[src/rtl/disp_pkg.sv]
package disp_pkg;
  typedef enum logic [1:0] {
    DRV_BLANK  = 2'd0,
    DRV_ALL_ON = 2'd1,
    DRV_DATA   = 2'd2
  } drv_mode_e;
endpackage

[src/rtl/sync_level.sv]
module sync_level #(
  parameter int WIDTH  = 1,
  parameter int STAGES = 2
) (
  input  logic             clk,
  input  logic             rst,
  input  logic [WIDTH-1:0] d_i,
  output logic [WIDTH-1:0] q_o
);
  for (genvar g = 0; g < WIDTH; g++) begin : g_bit
    logic [STAGES-1:0] pipe;
    always_ff @(posedge clk) begin
      if (rst) pipe <= '0;
      else     pipe <= {pipe[STAGES-2:0], d_i[g]};
    end
    assign q_o[g] = pipe[STAGES-1];
  end
endmodule

[src/rtl/sync_edge.sv]
module sync_edge #(
  parameter int WIDTH  = 1,
  parameter int STAGES = 2
) (
  input  logic             clk,
  input  logic             rst,
  input  logic [WIDTH-1:0] d_i,
  output logic [WIDTH-1:0] rise_o
);
  logic [WIDTH-1:0] lvl;
  logic [WIDTH-1:0] last;

  sync_level #(.WIDTH(WIDTH), .STAGES(STAGES)) u_lvl (
    .clk(clk), .rst(rst), .d_i(d_i), .q_o(lvl)
  );

  always_ff @(posedge clk) begin
    if (rst) last <= '0;
    else     last <= lvl;
  end

  for (genvar g = 0; g < WIDTH; g++) begin : g_edge
    assign rise_o[g] = lvl[g] & ~last[g];
    // an edge yields a single-cycle pulse
    assert_one_pulse_R8: assert property (@(posedge clk) disable iff (rst)
      rise_o[g] |=> !rise_o[g]);
  end
endmodule

[src/rtl/shift_chain.sv]
module shift_chain #(
  parameter int N = 60
) (
  input  logic         clk,
  input  logic         rst,
  input  logic         adv_i,
  input  logic         clr_i,
  input  logic         din_i,
  output logic [N-1:0] q_o,
  output logic         sout_o
);
  always_ff @(posedge clk) begin
    if (rst || clr_i) q_o <= '0;
    else if (adv_i)   q_o <= {q_o[N-2:0], din_i};
  end

  assign sout_o = q_o[N-1];

  assert_chain_still_R1: assert property (@(posedge clk) disable iff (rst)
    !(adv_i || clr_i) |=> $stable(q_o));
  assert_chain_clear_R4: assert property (@(posedge clk) disable iff (rst)
    clr_i |=> (q_o == '0));
endmodule

[src/rtl/hold_reg.sv]
module hold_reg #(
  parameter int N = 60
) (
  input  logic         clk,
  input  logic         rst,
  input  logic         ld_i,
  input  logic         clr_i,
  input  logic [N-1:0] d_i,
  output logic [N-1:0] q_o
);
  always_ff @(posedge clk) begin
    if (rst || clr_i) q_o <= '0;
    else if (ld_i)    q_o <= d_i;
  end

  assert_hold_edge_only_R3: assert property (@(posedge clk) disable iff (rst)
    !(ld_i || clr_i) |=> $stable(q_o));
  assert_hold_clear_R4: assert property (@(posedge clk) disable iff (rst)
    clr_i |=> (q_o == '0));
endmodule

[src/rtl/chan_drive.sv]
module chan_drive
  import disp_pkg::*;
#(
  parameter int N = 60
) (
  input  logic         clk,
  input  logic         rst,
  input  logic         show_i,
  input  logic         test_i,
  input  logic [N-1:0] hold_i,
  output logic [N-1:0] ch_o
);
  drv_mode_e mode;

  always_comb begin
    if (!show_i)     mode = DRV_BLANK;
    else if (test_i) mode = DRV_ALL_ON;
    else             mode = DRV_DATA;
  end

  always_ff @(posedge clk) begin
    if (rst) ch_o <= '0;
    else begin
      unique case (mode)
        DRV_BLANK:  ch_o <= '0;
        DRV_ALL_ON: ch_o <= '1;
        default:    ch_o <= hold_i;
      endcase
    end
  end

  assert_blank_R5: assert property (@(posedge clk) disable iff (rst)
    !show_i |=> (ch_o == '0));
  assert_all_on_R6: assert property (@(posedge clk) disable iff (rst)
    (show_i && test_i) |=> (ch_o == '1));
  assert_data_R7: assert property (@(posedge clk) disable iff (rst)
    (show_i && !test_i) |=> (ch_o == $past(hold_i)));
endmodule

[src/rtl/disp_chain.sv]
module disp_chain #(
  parameter int N      = 60,
  parameter int STAGES = 2
) (
  input  logic         clk,
  input  logic         rst,
  input  logic         sclk_i,
  input  logic         sdat_i,
  input  logic         lstb_i,
  input  logic         show_i,
  input  logic         lamp_test_i,
  output logic         sout_o,
  output logic [N-1:0] ch_o
);
  localparam int NLVL = 4;
  localparam int NEDG = 2;

  logic [NLVL-1:0] lvl;
  logic [NEDG-1:0] rise;
  logic [N-1:0]    chain_q;
  logic [N-1:0]    hold_q;
  logic            clr;

  // lvl: {lamp test, show, strobe, data}
  sync_level #(.WIDTH(NLVL), .STAGES(STAGES)) u_lvl (
    .clk(clk), .rst(rst),
    .d_i({lamp_test_i, show_i, lstb_i, sdat_i}),
    .q_o(lvl)
  );

  // rise: {strobe, shift clock}
  sync_edge #(.WIDTH(NEDG), .STAGES(STAGES)) u_edge (
    .clk(clk), .rst(rst),
    .d_i({lstb_i, sclk_i}),
    .rise_o(rise)
  );

  assign clr = rise[0] & lvl[1];

  shift_chain #(.N(N)) u_chain (
    .clk(clk), .rst(rst), .adv_i(rise[0]), .clr_i(clr),
    .din_i(lvl[0]), .q_o(chain_q), .sout_o(sout_o)
  );

  hold_reg #(.N(N)) u_hold (
    .clk(clk), .rst(rst), .ld_i(rise[1]), .clr_i(clr),
    .d_i(chain_q), .q_o(hold_q)
  );

  chan_drive #(.N(N)) u_drv (
    .clk(clk), .rst(rst), .show_i(lvl[2]), .test_i(lvl[3]),
    .hold_i(hold_q), .ch_o(ch_o)
  );

  assert_reset_clear_R9: assert property (@(posedge clk)
    rst |=> (ch_o == '0 && !sout_o));
endmodule

[config.mk]
export PLATFORM = sky130hd
export DESIGN_NAME = disp_chain
export DESIGN_NICKNAME = d
export VERILOG_FILES = /design/src/rtl/disp_pkg.sv /design/src/rtl/sync_level.sv /design/src/rtl/sync_edge.sv /design/src/rtl/shift_chain.sv /design/src/rtl/hold_reg.sv /design/src/rtl/chan_drive.sv /design/src/rtl/disp_chain.sv
export SDC_FILE = /design/constraint.sdc
export NUM_CORES = 1
export LEC_CHECK = 0
export ABC_AREA = 1
export BUFFER_PORTS_ARGS = -buffer_cell sky130_fd_sc_hd__buf_2
export CORE_AREA = 2 2 165 86
export DETAILED_ROUTE_END_ITERATION = 6
export DIE_AREA = 0 0 167 88
export PLACE_DENSITY = 0.74
export SYNTH_ARGS = -nofsm -noshare
export SYNTH_HDL_FRONTEND = slang
export SYNTH_SLANG_ARGS = --single-unit
[constraint.sdc]
create_clock -name clk -period 1.2 [get_ports clk]
set_clock_uncertainty 0.1 [all_clocks]
set_input_delay 0.18 -clock clk [delete_from_list [all_inputs] [get_ports clk]]
set_output_delay 0.18 -clock clk [all_outputs]
set_load 0.02 [all_outputs]
# Word-level counts from Yosys, hierarchy flattened
# Cells that the tools add are included.
# Widths: inputs -> output; s select.
# totals
out_inout_bits,61
in_bits,7
reg_bits,194
# classes
reduce_logical,2
eq_ne,1
mux,3
n_bitwise,5
# op_table
operator,count
$pmux 60 s2,1
$mux 2,2
$and 1x1->1,3
$eq 2x1->1 const B,1
$logic_not 2->1,1
$not 1->1,2
$logic_or 1x1->1,1

# Depth between registers and ports, before layout
# Gate-level depths: netlist (run 1).
# logic_depth
ltp_word,4
ltp_mapped,6
ltp_nobuf,4

# Hierarchy
# Synthesis (run 1) repeated with hierarchy kept, for this count alone.
# unflattened
cells_unflattened,1009
area_unflattened_um2,7120.6
# by_module_without_submodules
mod,area_per_inst_um2,seq_area_each_um2,cells_each,instances
shift_chain,2453.6,1201.2,381,1
hold_reg,2446.1,1201.2,380,1
chan_drive,1764.2,1201.2,195,1
sync_level (u_lvl),261.5,160.2,29,1
sync_level (u_edge.u_lvl),125.1,80.1,14,1
sync_edge,62.6,40.0,8,1
disp_chain,7.5,0.0,2,1

# Worst setup path after synthesis (run 1)
# Ideal clock, no wire load.
# synth_path
kind,flip-flop to flip-flop
from,register u_edge.u_lvl.g_bit[0].pipe[1]
to,register u_chain.q_o[0]
t_required_ns,0.985
n_path_buf,3
arrival_time_ns,0.927
path_stages_with_launch,7
path_slack_ns,0.058
cell_sequence,dfxtp_1 > buf_2 > nand3_2 > nand2_2 > buf_6 > buf_6 > a21oi_2
# synth_via
elab_chain_len,3
# synth_rtl
item,line_no,rtl
from (decl),sync_level.sv:11,logic [STAGES-1:0] pipe;
from (signal assigned),sync_level.sv:14,"else pipe <= {pipe[STAGES-2:0], d_i[g]};"
$and 1x1->1 (*),sync_edge.sv:23,assign rise_o[g] = lvl[g] & ~last[g];
$and 1x1->1,disp_chain.sv:38,assign clr = rise[0] & lvl[1];
$logic_or 1x1->1,shift_chain.sv:13,if (rst || clr_i) q_o <= '0;
to (signal assigned),shift_chain.sv:14,"else if (adv_i) q_o <= {q_o[N-2:0], din_i};"
to (decl),shift_chain.sv:9,"output logic [N-1:0] q_o,"
# Mark *: on every way between the ends. The rest lies on a longest branch, timed or not.
# A chain may end at the register's enable or synchronous reset.

# Worst setup path in the final report (run 1)
# layout_path
from,register u_chain.q_o[59]
to,output port sout_o
# layout_lines
item,line_no,rtl
to (decl),disp_chain.sv:12,"output logic sout_o,"
# No word-level cell between the ends.

==> results of run 1 <==
-- registers in the layout, summed over array words and instances (netlist names) --
register	flops
u_edge.last	2
u_edge.u_lvl.g_bit.pipe	2
u_hold.q_o	60
u_chain.q_o	60
u_drv.ch_o	60
u_lvl.g_bit.pipe	8
-- Yosys cell counts, drive strengths merged --
library cell | count | area share
a21oi | 120 | 0.14
inv | 15 | 0.0083
dfxtp | 192 | 0.56
nor2 | 132 | 0.073
buf | 46 | 0.044
clkbuf | 19 | 0.010
nand3 | 121 | 0.090
nand2 | 124 | 0.069
-- per-stage QoR --
stage	util	setup TNS (ps)	hold slack, ps	power (mW)	std cells
final	0.639	0	24.6	12.3	1029
after global routing	0.639	-325	56.1	12.7	1029
after CTS	0.615	-19.5	15.3	12.3	1021
after detailed placement	0.565	-58.8	292	7.07	982
after global placement	0.565	0	281	7.07	982
after floorplan	-	0	151	6.90	769
-- path summary, 6_finish.rpt --
path / end / slack (ps) / start / depth (start not counted)
worst min register to register: u_lvl.g_bit[1].pipe[1] / 310 / u_lvl.g_bit[1].pipe[0] / 2
worst max register to register: u_hold.q_o[35] / 20 / u_edge.u_lvl.g_bit[0].pipe[1] / 4
worst min-delay path: u_edge.u_lvl.g_bit[0].pipe[1] / 20 / rst / 3
worst max-delay path: sout_o / 7 / u_chain.q_o[59] / 1
-- timing repair --
action / 4_1_cts / 5_1_grt
hold endpoints to repair: 5 / 0
endpoints found under the setup margin: 19 / 139
hold buffers: 5 / 0
gates resized for setup: 9 / 48
gates cloned: 2 / 8
pin swaps: 1 / 6
-- power by group through the flow --
stage / Sequential, mW / Clock [mW] / Combinational, mW
after floorplan: 6.57 / 0 / 0.335
after detailed placement: 6.56 / 0 / 0.515
after global routing: 6.41 / 5.63 / 0.665
after CTS: 6.41 / 5.36 / 0.546
final: 6.41 / 5.26 / 0.616
after global placement: 6.56 / 0 / 0.509
-- per-layer routing --
layer / routed length, um / up-vias
met5: 0 / -
met4: 114 / 0
met3: 741 / 12
met2: 6030 / 138
met1: 7670 / 2514
li1: - / 2652
-- logic make-up after synthesis --
family / count (synthesis) / share of synthesized area
buffers and inverters: 80 / 0.0626
AND/OR/NAND/NOR: 377 / 0.231
flip-flops: 192 / 0.564
AO/OA/AOI/OAI: 120 / 0.143
-- cell type report --
cell class | instances | area, um^2
repair buffers | 115 | 1120
inverters | 15 | 58.8
fillers | 1076 | 4790
well taps | 176 | 220
clock buffers | 19 | 443
clock inverters | 13 | 108
multi-input cells | 499 | 2660
flip-flops and latches | 192 | 3850
==> results.toml, run 1 <==
[grt]
grt_use_met3 = 0.0438
vias_in_the_first_global_route = 4968
grt_pass1_wl_mm = 23.8
globalRouteOverflowTotal = 0
track_usage = 0.197
grt_start_max_net_pins = 38
globalRoute.busiestLayer = "met2"
met1_usage = 0.286
number_of_antenna_violations_at_the_first_check_in_global_routing = 0
global_route.usage.met2 = 0.299

[pwr]
power.share.clock = 0.428
total_leakage_power_nw = 2.99
p_comb_frac = 0.050
power.share.sequential = 0.522
cell_internal_pwr_mw = 9.38
switching_power_mw = 2.91
peakVddDrop_mv = 1.10
switching_share = 0.237
power_density_nw_per_um2 = 1450

[drt]
drc = 0
first_pass_iters = 5
detail_route.wirelength_mm = 14.6
drt-initial-drc-count = 419
routed_via_density = 5.17
vias = 5316
avg_wl_per_cell_um = 14.1
postRouteAntennaNets = 0

[worst_setup_path]
crit_arrival_ps = 910
crit_chain = "buf_6"
timing.setup.critical_path_class = "flip-flop to output port"
timing.critical_path.slowest_cell_delay_ps = 360
critical_path_buf_inv_count = 1
worstPathMaxFanout = 3
path_delay_family = "flip-flops"
cpMaxStageDelayCell = "dfxtp_2"
startpoint_type = "flip-flop"
crit_required_ps = 920
setup.worst_path.end_class = "output port"

[floorplan]
core.rowCount = 30
die_width_um = 167
design.die.area_um2 = 14700
initial_util = 0.515
die-height_um = 88
pin_count = 68
fp.coreArea_um2 = 13300

[cts]
clkSinkCount = 192
cts-root-to-sink-buffers = 2
cts-buffers-inserted = 17
cts_tree = "yes"
cts_post_setup_buffers_inserted = 0
cts_max_level = 4
worst_setup_hold_path_clk_slew_ps = 70
worst_skew_pair.late_latency_ps = 420
clk_root_buffer_cell = "clkbuf_16"

[layout]
layout.nets = 847
final_layout_size_suffix_gt1_frac = 0.308
final_standard_cell_area_without_fillers_um2 = 8460
antenna-diode-count = 0
layout_commonest_cell = "dfxtp_1"
area_growth_from_synthesis_to_final_layout_pct = 24.1
layout_common_cells = "dfxtp_1 (185), nor2_1 (132), nand3_1 (120), nand2_1 (115), a21oi_2 (100)"

[logic_synthesis]
synth-seq-cells = 192
average_size_of_a_mapped_cell_um2 = 8.87
yosysWarnings = 0
synth_cell_type_count = 13
post_synth_design_cell_area_um2 = 6820
mappedNetlistNets = 776
synth-seq-area-share = 0.564
synthCells = 769

[placed_design]
place.detailed.hpwl_mm = 8.52
port_buffers = 67
globalplace.congestion = 0.788
placement.setup.worst_slack_ps = -25.2
placed_area_um2 = 7480

[timing]
post-route-period-util = 0.994
min_period_ps = 1190
final.setup.worst_slack_ps = 6.97
relative_max_transition_margin = 0.749
hold_fails_final_rpt = 0
rsz0062_at_grt = "yes"
final_max_slew_viol_count = 0
setup_viol = 0
fmaxAchievable_mhz = 838
timing_worst_slew_pin_value_ps = 375

[flow_run]
drv_cap = 0

[min_path]
holdCritPathClass = "input pin to flip-flop"

[run_status]
run_status = "completed"
Note: power is estimated with default switching activity, not from simulation.
==> inputs of run 2 (changes only) <==
--- a/config.mk
+++ b/config.mk
@@ -8,6 +8,7 @@
 export ABC_AREA = 1
 export BUFFER_PORTS_ARGS = -buffer_cell sky130_fd_sc_hd__buf_2
 export CORE_AREA = 2 2 165 86
+export CTS_BUF_LIST = sky130_fd_sc_hd__clkbuf_16
 export DETAILED_ROUTE_END_ITERATION = 6
 export DIE_AREA = 0 0 167 88
 export PLACE_DENSITY = 0.74
==> run 2 against run 1 <==
- the flow now finishes with violations (negative setup slack)
- first-iteration DRC count rose by 8.8%
- total power shrank 0.55%
- worst setup slack got worse by 26 ps
- register-to-register slack got worse by 40 ps
- largest cell class unchanged
==> results.toml, run 2 (synthesis results as in run 1) <==
[run_status]
run_status = "finished, violations left"
failed_checks = "negative setup slack"

[layout]
final_standard_cell_area_without_fillers_um2 = 8410
biggestRegsByFlops = "u_chain.q_o: 60 flops, u_drv.ch_o: 60 flops, u_hold.q_o: 60 flops"
area_growth_from_synthesis_to_final_layout_pct = 23.3
final_layout_size_suffix_gt1_frac = 0.302
layout_commonest_cell = "dfxtp_1"
layout.nets = 847
antenna-diode-count = 0
layout_common_cells = "dfxtp_1 (185), nor2_1 (132), nand2_1 (120), nand3_1 (120), a21oi_2 (102)"

[placed_design]
placed_area_um2 = 7480
port_buffers = 67
place.detailed.hpwl_mm = 8.52
placement.setup.worst_slack_ps = -25.2
globalplace.congestion = 0.788

[pwr]
total_leakage_power_nw = 2.97
peakVddDrop_mv = 0.824
p_total_mw = 12.2
power_density_nw_per_um2 = 1450

[cts]
worst_skew_pair.late_latency_ps = 430
clk_root_buffer_cell = "clkbuf_16"
clkSinkCount = 192
cts-buffers-inserted = 17
cts_tree = "yes"
worst_setup_hold_path_clk_slew_ps = 70
cts-root-to-sink-buffers = 2
cts_max_level = 4

[grt]
globalRouteOverflowTotal = 0
grt_start_max_net_pins = 38
track_usage = 0.193
grt_pass1_wl_mm = 23.3
number_of_antenna_violations_at_the_first_check_in_global_routing = 0
vias_in_the_first_global_route = 4928

[worst_setup_path]
timing.setup.critical_path_class = "flip-flop to flip-flop"
crit_required_ps = 1450
crit_arrival_ps = 1470
startpoint_type = "flip-flop"
setup.worst_path.end_class = "flip-flop"
worstPathMaxFanout = 18

[timing]
min_period_ps = 1220
timing_worst_slew_pin_value_ps = 456
setup_viol = 2
relative_max_transition_margin = 0.696
hold_fails_final_rpt = 0
post-route-period-util = 1.02
final_max_slew_viol_count = 0
rsz0062_at_grt = "yes"
final.setup.worst_slack_ps = -18.6
fmaxAchievable_mhz = 821

[floorplan]
pin_count = 68
initial_util = 0.515
core.rowCount = 30
design.die.area_um2 = 14700
fp.coreArea_um2 = 13300
die-height_um = 88
die_width_um = 167

[drt]
postRouteAntennaNets = 0
avg_wl_per_cell_um = 14.1
drt-initial-drc-count = 456
detail_route.wirelength_mm = 14.5
drc = 0
vias = 5354
first_pass_iters = 5
routed_via_density = 5.20

[min_path]
holdCritPathClass = "input pin to flip-flop"

[flow_run]
drv_cap = 0
==> run 2: stage by stage <==
step	hold WS, ps	std cells	TNS, ps	utilization
after floorplan	151	769	0	-
after global placement	281	982	0	0.565
after detailed placement	292	982	-58.8	0.565
after CTS	12.1	1019	0	0.611
after global routing	51.8	1029	-480	0.635
final	25.3	1029	-35.3	0.635
==> run 2: path summary, 6_finish.rpt <==
| check | start | end | slack (ps) | cells past startpoint |
|---|---|---|---|---|
| max | u_edge.last[0] | u_chain.q_o[54] | -20 | 6 |
| min | rst | u_lvl.g_bit[2].pipe[0] | 30 | 3 |
| max reg2reg | u_edge.last[0] | u_chain.q_o[54] | -20 | 6 |
| min reg2reg | u_lvl.g_bit[1].pipe[0] | u_lvl.g_bit[1].pipe[1] | 300 | 2 |
==> run 2: layout make-up <==
| type | count | area (um^2) |
|---|---|---|
| fillers | 1096 | 4840 |
| flip-flops and latches | 192 | 3860 |
| multi-input cells | 499 | 2620 |
| repair buffers | 115 | 1110 |
| clock buffers | 17 | 425 |
| well taps | 176 | 220 |
| clock inverters | 15 | 115 |
| inverters | 15 | 58.8 |
==> run 2: power by group <==
part / leakage, nW / internal [mW] / switching [mW]
Combinational: 1.15 / 0.236 / 0.383
Sequential: 1.55 / 6.39 / 0.0173
Clock: 0.262 / 2.68 / 2.52
==> run 2: worst max-delay path, cell delays in order (launching register included) <==
cell and delay [ps]:
dfxtp_2 340, inv_4 60, buf_6 130, nand2_8 100, clkbuf_16 190, nand2_1 70
a21oi_1 150
==> run 2: repair_timing <==
action                     4_1_cts  5_1_grt
gates cloned                     0        8
hold endpoints to repair         5        0
pin swaps                        0        1
hold buffers                     5        0
setup buffers                    0        2
setup endpoints to repair       19      110
gates resized for setup          8       41
==> run 2: layer usage <==
| layer | vias up | part of all wire | track usage |
|---|---|---|---|
| li1 | 2653 | - | - |
| met2 | 166 | 0.42 | 0.291 |
| met5 | - | 0 | 0 |
| met1 | 2522 | 0.52 | 0.281 |
| met4 | 0 | 0.0085 | 0.0478 |
| met3 | 13 | 0.059 | 0.0429 |
